--- config.mk ---
export PLATFORM = sky130hd
export DESIGN_NAME = smb_slave_rx
export DESIGN_NICKNAME = d
export VERILOG_FILES = /design/src/rtl/smb_rx_pkg.sv /design/src/rtl/smb_line_filter.sv /design/src/rtl/smb_bus_events.sv /design/src/rtl/smb_rx_ctrl.sv /design/src/rtl/smb_slave_rx.sv
export SDC_FILE = /design/constraint.sdc
export NUM_CORES = 1
export LEC_CHECK = 0
export BUFFER_PORTS_ARGS = -buffer_cell sky130_fd_sc_hd__buf_2
export CAP_MARGIN = 30
export CORE_MARGIN = 2
export CORE_UTILIZATION = 45
export CTS_CLUSTER_SIZE = 14
export DETAILED_ROUTE_END_ITERATION = 12
export HOLD_SLACK_MARGIN = 0.12
export PLACE_DENSITY = 0.72
export SLEW_MARGIN = 0
export SYNTH_ARGS = -nofsm -noshare
export SYNTH_HDL_FRONTEND = slang
export SYNTH_SLANG_ARGS = --single-unit
export TNS_END_PERCENT = 100
--- constraint.sdc ---
create_clock -name clk -period 2.6 [get_ports clk]
set_input_delay 0.26 -clock clk [delete_from_list [all_inputs] [get_ports clk]]
set_output_delay 0.26 -clock clk [all_outputs]
set_load 0.03 [all_outputs]
--- src/rtl/smb_rx_pkg.sv ---
`timescale 1ns/1ps
package smb_rx_pkg;
  localparam int SMB_BYTE_W = 8;
  localparam int SMB_ADDR_W = SMB_BYTE_W - 1;

  typedef enum logic [2:0] {
    ST_IDLE, ST_ADDR, ST_HOLD, ST_ACK9, ST_DATA, ST_WAIT
  } rx_state_t;

  // address byte accepted: upper bits match, direction bit is write
  function automatic logic addr_hit(input logic [SMB_BYTE_W-1:0] b,
                                    input logic [SMB_ADDR_W-1:0] own,
                                    input logic inh);
    return !inh && !b[0] && (b[SMB_BYTE_W-1:1] == own);
  endfunction
endpackage

--- src/rtl/smb_line_filter.sv ---
`timescale 1ns/1ps
module smb_line_filter #(
  parameter int SYNC_STAGES = 2,
  parameter int TAPS        = 3
) (
  input  logic clk,
  input  logic rst_n,
  input  logic raw_i,
  output logic clean_o
);
  logic [SYNC_STAGES-1:0] sync_q;
  logic [TAPS-1:0]        win_q;
  logic                   out_q;

  function automatic logic vote(input logic [TAPS-1:0] w);
    int n;
    n = 0;
    for (int i = 0; i < TAPS; i++) n = n + (w[i] ? 1 : 0);
    return n > (TAPS / 2);
  endfunction

  always_ff @(posedge clk or negedge rst_n) begin
    if (!rst_n) begin
      sync_q <= '1;
      win_q  <= '1;
      out_q  <= 1'b1;
    end else begin
      sync_q <= {sync_q[SYNC_STAGES-2:0], raw_i};
      win_q  <= {win_q[TAPS-2:0], sync_q[SYNC_STAGES-1]};
      out_q  <= vote(win_q);
    end
  end

  assign clean_o = out_q;
endmodule

--- src/rtl/smb_bus_events.sv ---
`timescale 1ns/1ps
module smb_bus_events (
  input  logic clk,
  input  logic rst_n,
  input  logic scl_f,
  input  logic sda_f,
  output logic start_ev,
  output logic stop_ev,
  output logic scl_rise,
  output logic scl_fall
);
  logic scl_p, sda_p;

  always_ff @(posedge clk or negedge rst_n) begin
    if (!rst_n) begin
      scl_p <= 1'b1;
      sda_p <= 1'b1;
    end else begin
      scl_p <= scl_f;
      sda_p <= sda_f;
    end
  end

  assign scl_rise = scl_f & ~scl_p;
  assign scl_fall = ~scl_f & scl_p;
  assign start_ev = scl_f & scl_p & sda_p & ~sda_f;
  assign stop_ev  = scl_f & scl_p & ~sda_p & sda_f;
endmodule

--- src/rtl/smb_rx_ctrl.sv ---
`timescale 1ns/1ps
module smb_rx_ctrl
  import smb_rx_pkg::*;
(
  input  logic                  clk,
  input  logic                  rst_n,
  input  logic                  start_ev,
  input  logic                  stop_ev,
  input  logic                  scl_rise,
  input  logic                  scl_fall,
  input  logic                  sda_f,
  input  logic [SMB_ADDR_W-1:0] own_addr,
  input  logic                  inhibit,
  input  logic                  ack_wr,
  input  logic                  ack_val,
  input  logic                  dat_wr,
  output logic                  stretch_o,
  output logic                  sda_drv_o,
  output logic [SMB_BYTE_W-1:0] rx_data_o,
  output logic                  ack_req_o,
  output logic                  irq_o,
  output logic                  active_o,
  output logic                  tx_sw_o
);
  localparam int CNT_W = $clog2(SMB_BYTE_W);

  rx_state_t             state_q;
  logic [SMB_BYTE_W-1:0] shift_q, rx_data_q;
  logic [CNT_W-1:0]      bitcnt_q;
  logic fell_q, stretch_q, sda_drv_q, ack_bit_q, ack_req_q, irq_q, tx_sw_q;

  logic [SMB_BYTE_W-1:0] byte_nxt;
  logic                  last_bit, hit, active;

  assign byte_nxt = {shift_q[SMB_BYTE_W-2:0], sda_f};
  assign last_bit = (bitcnt_q == CNT_W'(SMB_BYTE_W - 1));
  assign hit      = addr_hit(byte_nxt, own_addr, inhibit);
  assign active   = (state_q == ST_HOLD) || (state_q == ST_ACK9) || (state_q == ST_DATA);

  always_ff @(posedge clk or negedge rst_n) begin
    if (!rst_n) begin
      state_q   <= ST_IDLE;
      shift_q   <= '0;
      rx_data_q <= '0;
      bitcnt_q  <= '0;
      fell_q    <= 1'b0;
      stretch_q <= 1'b0;
      sda_drv_q <= 1'b0;
      ack_bit_q <= 1'b0;
      ack_req_q <= 1'b0;
      irq_q     <= 1'b0;
      tx_sw_q   <= 1'b0;
    end else begin
      irq_q   <= 1'b0;
      tx_sw_q <= dat_wr && active;
      if (ack_wr && ack_req_q) begin
        ack_req_q <= 1'b0;
        ack_bit_q <= ack_val;
      end
      if (start_ev || stop_ev) begin
        state_q   <= start_ev ? ST_ADDR : ST_IDLE;
        bitcnt_q  <= '0;
        fell_q    <= 1'b0;
        stretch_q <= 1'b0;
        sda_drv_q <= 1'b0;
        ack_req_q <= 1'b0;
      end else begin
        unique case (state_q)
          ST_ADDR, ST_DATA: begin
            if (scl_rise) begin
              shift_q <= byte_nxt;
              if (last_bit) begin
                bitcnt_q <= '0;
                if (state_q == ST_DATA || hit) begin
                  rx_data_q <= byte_nxt;
                  ack_req_q <= 1'b1;
                  irq_q     <= 1'b1;
                  fell_q    <= 1'b0;
                  state_q   <= ST_HOLD;
                end else begin
                  state_q <= ST_WAIT;
                end
              end else begin
                bitcnt_q <= bitcnt_q + 1'b1;
              end
            end
          end
          ST_HOLD: begin
            if (scl_fall) begin
              fell_q    <= 1'b1;
              stretch_q <= 1'b1;
            end
            if (fell_q && !ack_req_q) begin
              state_q   <= ST_ACK9;
              sda_drv_q <= ack_bit_q;
              stretch_q <= 1'b0;
            end
          end
          ST_ACK9: begin
            if (scl_fall) begin
              sda_drv_q <= 1'b0;
              state_q   <= ack_bit_q ? ST_DATA : ST_WAIT;
            end
          end
          default: ;
        endcase
      end
    end
  end

  assign stretch_o = stretch_q;
  assign sda_drv_o = sda_drv_q;
  assign rx_data_o = rx_data_q;
  assign ack_req_o = ack_req_q;
  assign irq_o     = irq_q;
  assign active_o  = active;
  assign tx_sw_o   = tx_sw_q;
endmodule

--- src/rtl/smb_slave_rx.sv ---
`timescale 1ns/1ps
module smb_slave_rx
  import smb_rx_pkg::*;
#(
  parameter int SYNC_STAGES = 2,
  parameter int FILT_TAPS   = 3
) (
  input  logic                  clk,
  input  logic                  rst_n,
  input  logic                  scl_i,
  input  logic                  sda_i,
  output logic                  scl_oe,
  output logic                  sda_oe,
  input  logic [SMB_ADDR_W-1:0] own_addr,
  input  logic                  inhibit,
  input  logic                  ack_wr,
  input  logic                  ack_val,
  input  logic                  dat_wr,
  output logic [SMB_BYTE_W-1:0] rx_data,
  output logic                  ack_req,
  output logic                  irq,
  output logic                  rx_active,
  output logic                  tx_switch
);
  logic scl_f, sda_f;
  logic start_ev, stop_ev, scl_rise, scl_fall;

  smb_line_filter #(.SYNC_STAGES(SYNC_STAGES), .TAPS(FILT_TAPS)) scl_filt_i (
    .clk(clk), .rst_n(rst_n), .raw_i(scl_i), .clean_o(scl_f));

  smb_line_filter #(.SYNC_STAGES(SYNC_STAGES), .TAPS(FILT_TAPS)) sda_filt_i (
    .clk(clk), .rst_n(rst_n), .raw_i(sda_i), .clean_o(sda_f));

  smb_bus_events evt_i (
    .clk(clk), .rst_n(rst_n), .scl_f(scl_f), .sda_f(sda_f),
    .start_ev(start_ev), .stop_ev(stop_ev),
    .scl_rise(scl_rise), .scl_fall(scl_fall));

  smb_rx_ctrl ctrl_i (
    .clk(clk), .rst_n(rst_n),
    .start_ev(start_ev), .stop_ev(stop_ev),
    .scl_rise(scl_rise), .scl_fall(scl_fall), .sda_f(sda_f),
    .own_addr(own_addr), .inhibit(inhibit),
    .ack_wr(ack_wr), .ack_val(ack_val), .dat_wr(dat_wr),
    .stretch_o(scl_oe), .sda_drv_o(sda_oe), .rx_data_o(rx_data),
    .ack_req_o(ack_req), .irq_o(irq), .active_o(rx_active),
    .tx_sw_o(tx_switch));
endmodule

==> reports/metrics.cfg <==
[outcome]
status = finished, final reports clean

[cells_and_area]
n_antenna_cell = 0
fillers = 391
areaGrowthSynthToFinish_pct = 15.1
postLayoutCoreUtil_pct = 53.4
fin_nets = 245
multi_input_area_um2 = 858
post_route_cells_drive_above_1_share_pct = 25.1
seq_area_um2 = 1070

[synth]
netlist_instances = 196
synthDistinctLibCells = 38
async_flop_share_pct = 100
syn-num-nets = 215
syn-cell-area_um2 = 2010
yosys.area.top_type_share_pct = 34.9
avgSynthCellArea_um2 = 10.2
synth_ff_type = dfrtp_1
synth_seq_cells = 42
synth-edff-count = 0
yosys_warnings = 0
synth_area_leaders = dfrtp_1 35%, dfstp_2 18%, mux2i_1 4.0%
synth_top_area_cell = dfrtp_1
synth_seq_area_share_pct = 53.2

[clock_tree]
htree_levels = 2
ctsResizeCount = 0
clk_path_buf_depth = 2
clkSlewWorstSetupHoldPaths_ns = 0.08
cts_root_buf = clkbuf_8
clkLatencyLatePin_ns = 0.30
cts_num_sinks = 42
cts_setup_buffers = 0
cts_tree = built
cts_hold_buf = 2
cts_buffers = 5

[timing]
period_share_pct = 83.1
period_minus_slack_ns = 2.16
final-setup-viol-count = 0
maxSlewViolCount = 0
worst_pin_slew_ns = 0.914
timing.setup.tns_ns = 0
slew_headroom_pct = 39.1
finalHoldViolCount = 0
finClkSkew_ns = 0.00929
timing.fmax_mhz = 463
rsz0062_at_grt = no

[detailed_routing]
vias_per_cell = 5.54
initialDrtViolationCount = 120
routedWlPerCell_um = 14.3
wl_um = 3990
drc_errors = 0
ant_nets = 0
drt-pass1-iter-count = 4
vias = 1545

[worst_setup_path]
worst-path-buf-inv = 1
r2r_start = ctrl_i.bitcnt_q[0]$_DFFE_PN0P_
critPathCaptureType = output port
cp-start-kind = flop
cp_slowest_cell = or3b_2
r2r.worst_path.cells = 6
r2r_setup_slack_ns = 0.54
required_ns = 2.34
cp_max_fo = 19
r2r_end = ctrl_i.rx_data_o[1]$_DFFE_PN0P_
critPathTopFamily = simple AND/OR/NAND/NOR gates
max_stage_delay_ns = 0.72
crit_chain = or3b_2 -> nand2_1 -> buf_2
worstSetupPathType = flop to output port
arrival_ns = 1.90

[global_route]
grt_use_met2_pct = 27.1
grtUsageMet3_pct = 5.13
grt.total_usage_pct = 17.6
grt_pass1_vias = 1505
top_usage_layer = met2
grt-ovfl-total = 0
grt_pass1_wl_um = 6950
antenna_found_initial = 0
use_met1_pct = 24.0
grt_max_degree = 43

[flow_run]
drv_cap = 0

[place]
gp_congestion = 0.839
hpwl_um = 2720
io_buffers = 28

[floorplanning]
rows = 24
die_w_um = 70.8
chipHeight_um = 70.8
initial_core_util_pct = 46.4
dieArea_um2 = 5010
core_um2 = 4320
num_io_pins = 29

[hold_path]
hold_class = primary input to asynchronous set/reset pin

[power_and_ir_drop]
leakage_nw = 0.938
power_density_nw_per_um2 = 789
irDropWorstVdd_v = 0.000368

==> metrics by stage <==
step / hold WS, ns / worst slack (ns) / power, mW / std cells / cell area (µm²)
after floorplan: -0.0356 / 0.762 / 1.27 / 196 / 2010
after global placement: 0.345 / 0.637 / 1.40 / 269 / 2200
after detailed placement: 0.349 / 0.598 / 1.42 / 269 / 2200
after CTS: 0.121 / 0.440 / 1.83 / 279 / 2310
after global routing: 0.163 / 0.325 / 1.95 / 279 / 2310
final: 0.0912 / 0.438 / 1.82 / 279 / 2310
==> layout by cell type, fill, tap and decap left out, types with 3 or more instances in the layout <==
cell type   n
nand2_1    19
or4_1       7
clkbuf_8    5
buf_4       4
inv_1      11
dfstp_2    14
o211ai_1    8
o21ai_0    14
a21o_1      3
nor2_1     12
mux2i_1     8
xnor2_1     8
buf_2      28
nand3_1     9
ha_1        4
a21oi_1     6
dfrtp_1    28
nor3_1      4
and2_1      3
==> cell usage after synthesis (7+ instances only) <==
master	instances
dfrtp_1	28
nand2_1	19
dfstp_2	14
o21ai_0	14
nor2_1	12
inv_1	11
nand3_1	9
clkbuf_1	8
mux2i_1	8
o211ai_1	8
xnor2_1	8
or4_1	7
==> state kept, by name, summed over array words and instances, names as in the netlist <==
name,count
sda_filt_i.sync_q,2
ctrl_i.bitcnt_q,3
ctrl_i.sda_drv_o,1
ctrl_i.rx_data_o,8
sda_filt_i.win_q,3
scl_filt_i.win_q,3
ctrl_i.ack_bit_q,1
scl_filt_i.clean_o,1
evt_i.sda_p,1
ctrl_i.tx_sw_o,1
ctrl_i.shift_q,7
ctrl_i.ack_req_o,1
sda_filt_i.clean_o,1
ctrl_i.stretch_o,1
scl_filt_i.sync_q,2
evt_i.scl_p,1
ctrl_i.fell_q,1
ctrl_i.irq_o,1
ctrl_i.state_q,3
==> metal layers <==
layer / wire length, µm / vias to the layer above
met2: 1880 / 37
met3: 186 / 9
li1: - / 752
met4: 65 / 0
met5: 0 / -
met1: 1860 / 747
==> power by group <==
part / leakage (nW) / internal (mW) / switching (mW)
sequential: 0.480 / 0.768 / 0.132
clock: 0.0452 / 0.189 / 0.226
combinational: 0.413 / 0.208 / 0.298
total: 0.938 / 1.17 / 0.656
==> cell type report <==
class,count,area share (%)
inverters,11,1.79
repair buffers,34,8.23
multi-input cells,132,37.2
clock buffers,6,3.14
well taps,52,2.82
clock inverters,2,0.596
flip-flops and latches,42,46.3
==> cell families (layout without fill, tap and decap cells) <==
| logic type | after synthesis | count (layout) | synth area share, % |
|---|---|---|---|
| buffers and inverters | 22 | 53 | 4.30 |
| and+or+nand+nor | 70 | 70 | 18.6 |
| AOI/OAI and AO/OA | 40 | 40 | 12.9 |
| adders and majority gates | 4 | 4 | 2.49 |
| muxes | 9 | 9 | 4.55 |
| xor gates and xnor gates | 9 | 9 | 3.93 |
| DFF | 42 | 42 | 53.2 |
==> worst max path at each step <==
stage | from | endpoint | slack, ns | cells after the start
global placement | ctrl_i.bitcnt_q[0]$_DFFE_PN0P_ | ctrl_i.rx_data_o[3]$_DFFE_PN0P_ | 0.64 | 6
detailed placement | ctrl_i.bitcnt_q[0]$_DFFE_PN0P_ | ctrl_i.rx_data_o[1]$_DFFE_PN0P_ | 0.60 | 6
CTS | ctrl_i.state_q[1]$_DFFE_PN0P_ | rx_active | 0.44 | 3
global route | ctrl_i.state_q[1]$_DFFE_PN0P_ | rx_active | 0.32 | 3
floorplan | ctrl_i.bitcnt_q[0]$_DFFE_PN0P_ | ctrl_i.rx_data_o[1]$_DFFE_PN0P_ | 0.76 | 7
finish | ctrl_i.state_q[1]$_DFFE_PN0P_ | rx_active | 0.44 | 3
Power figures use the tool's default switching activity.
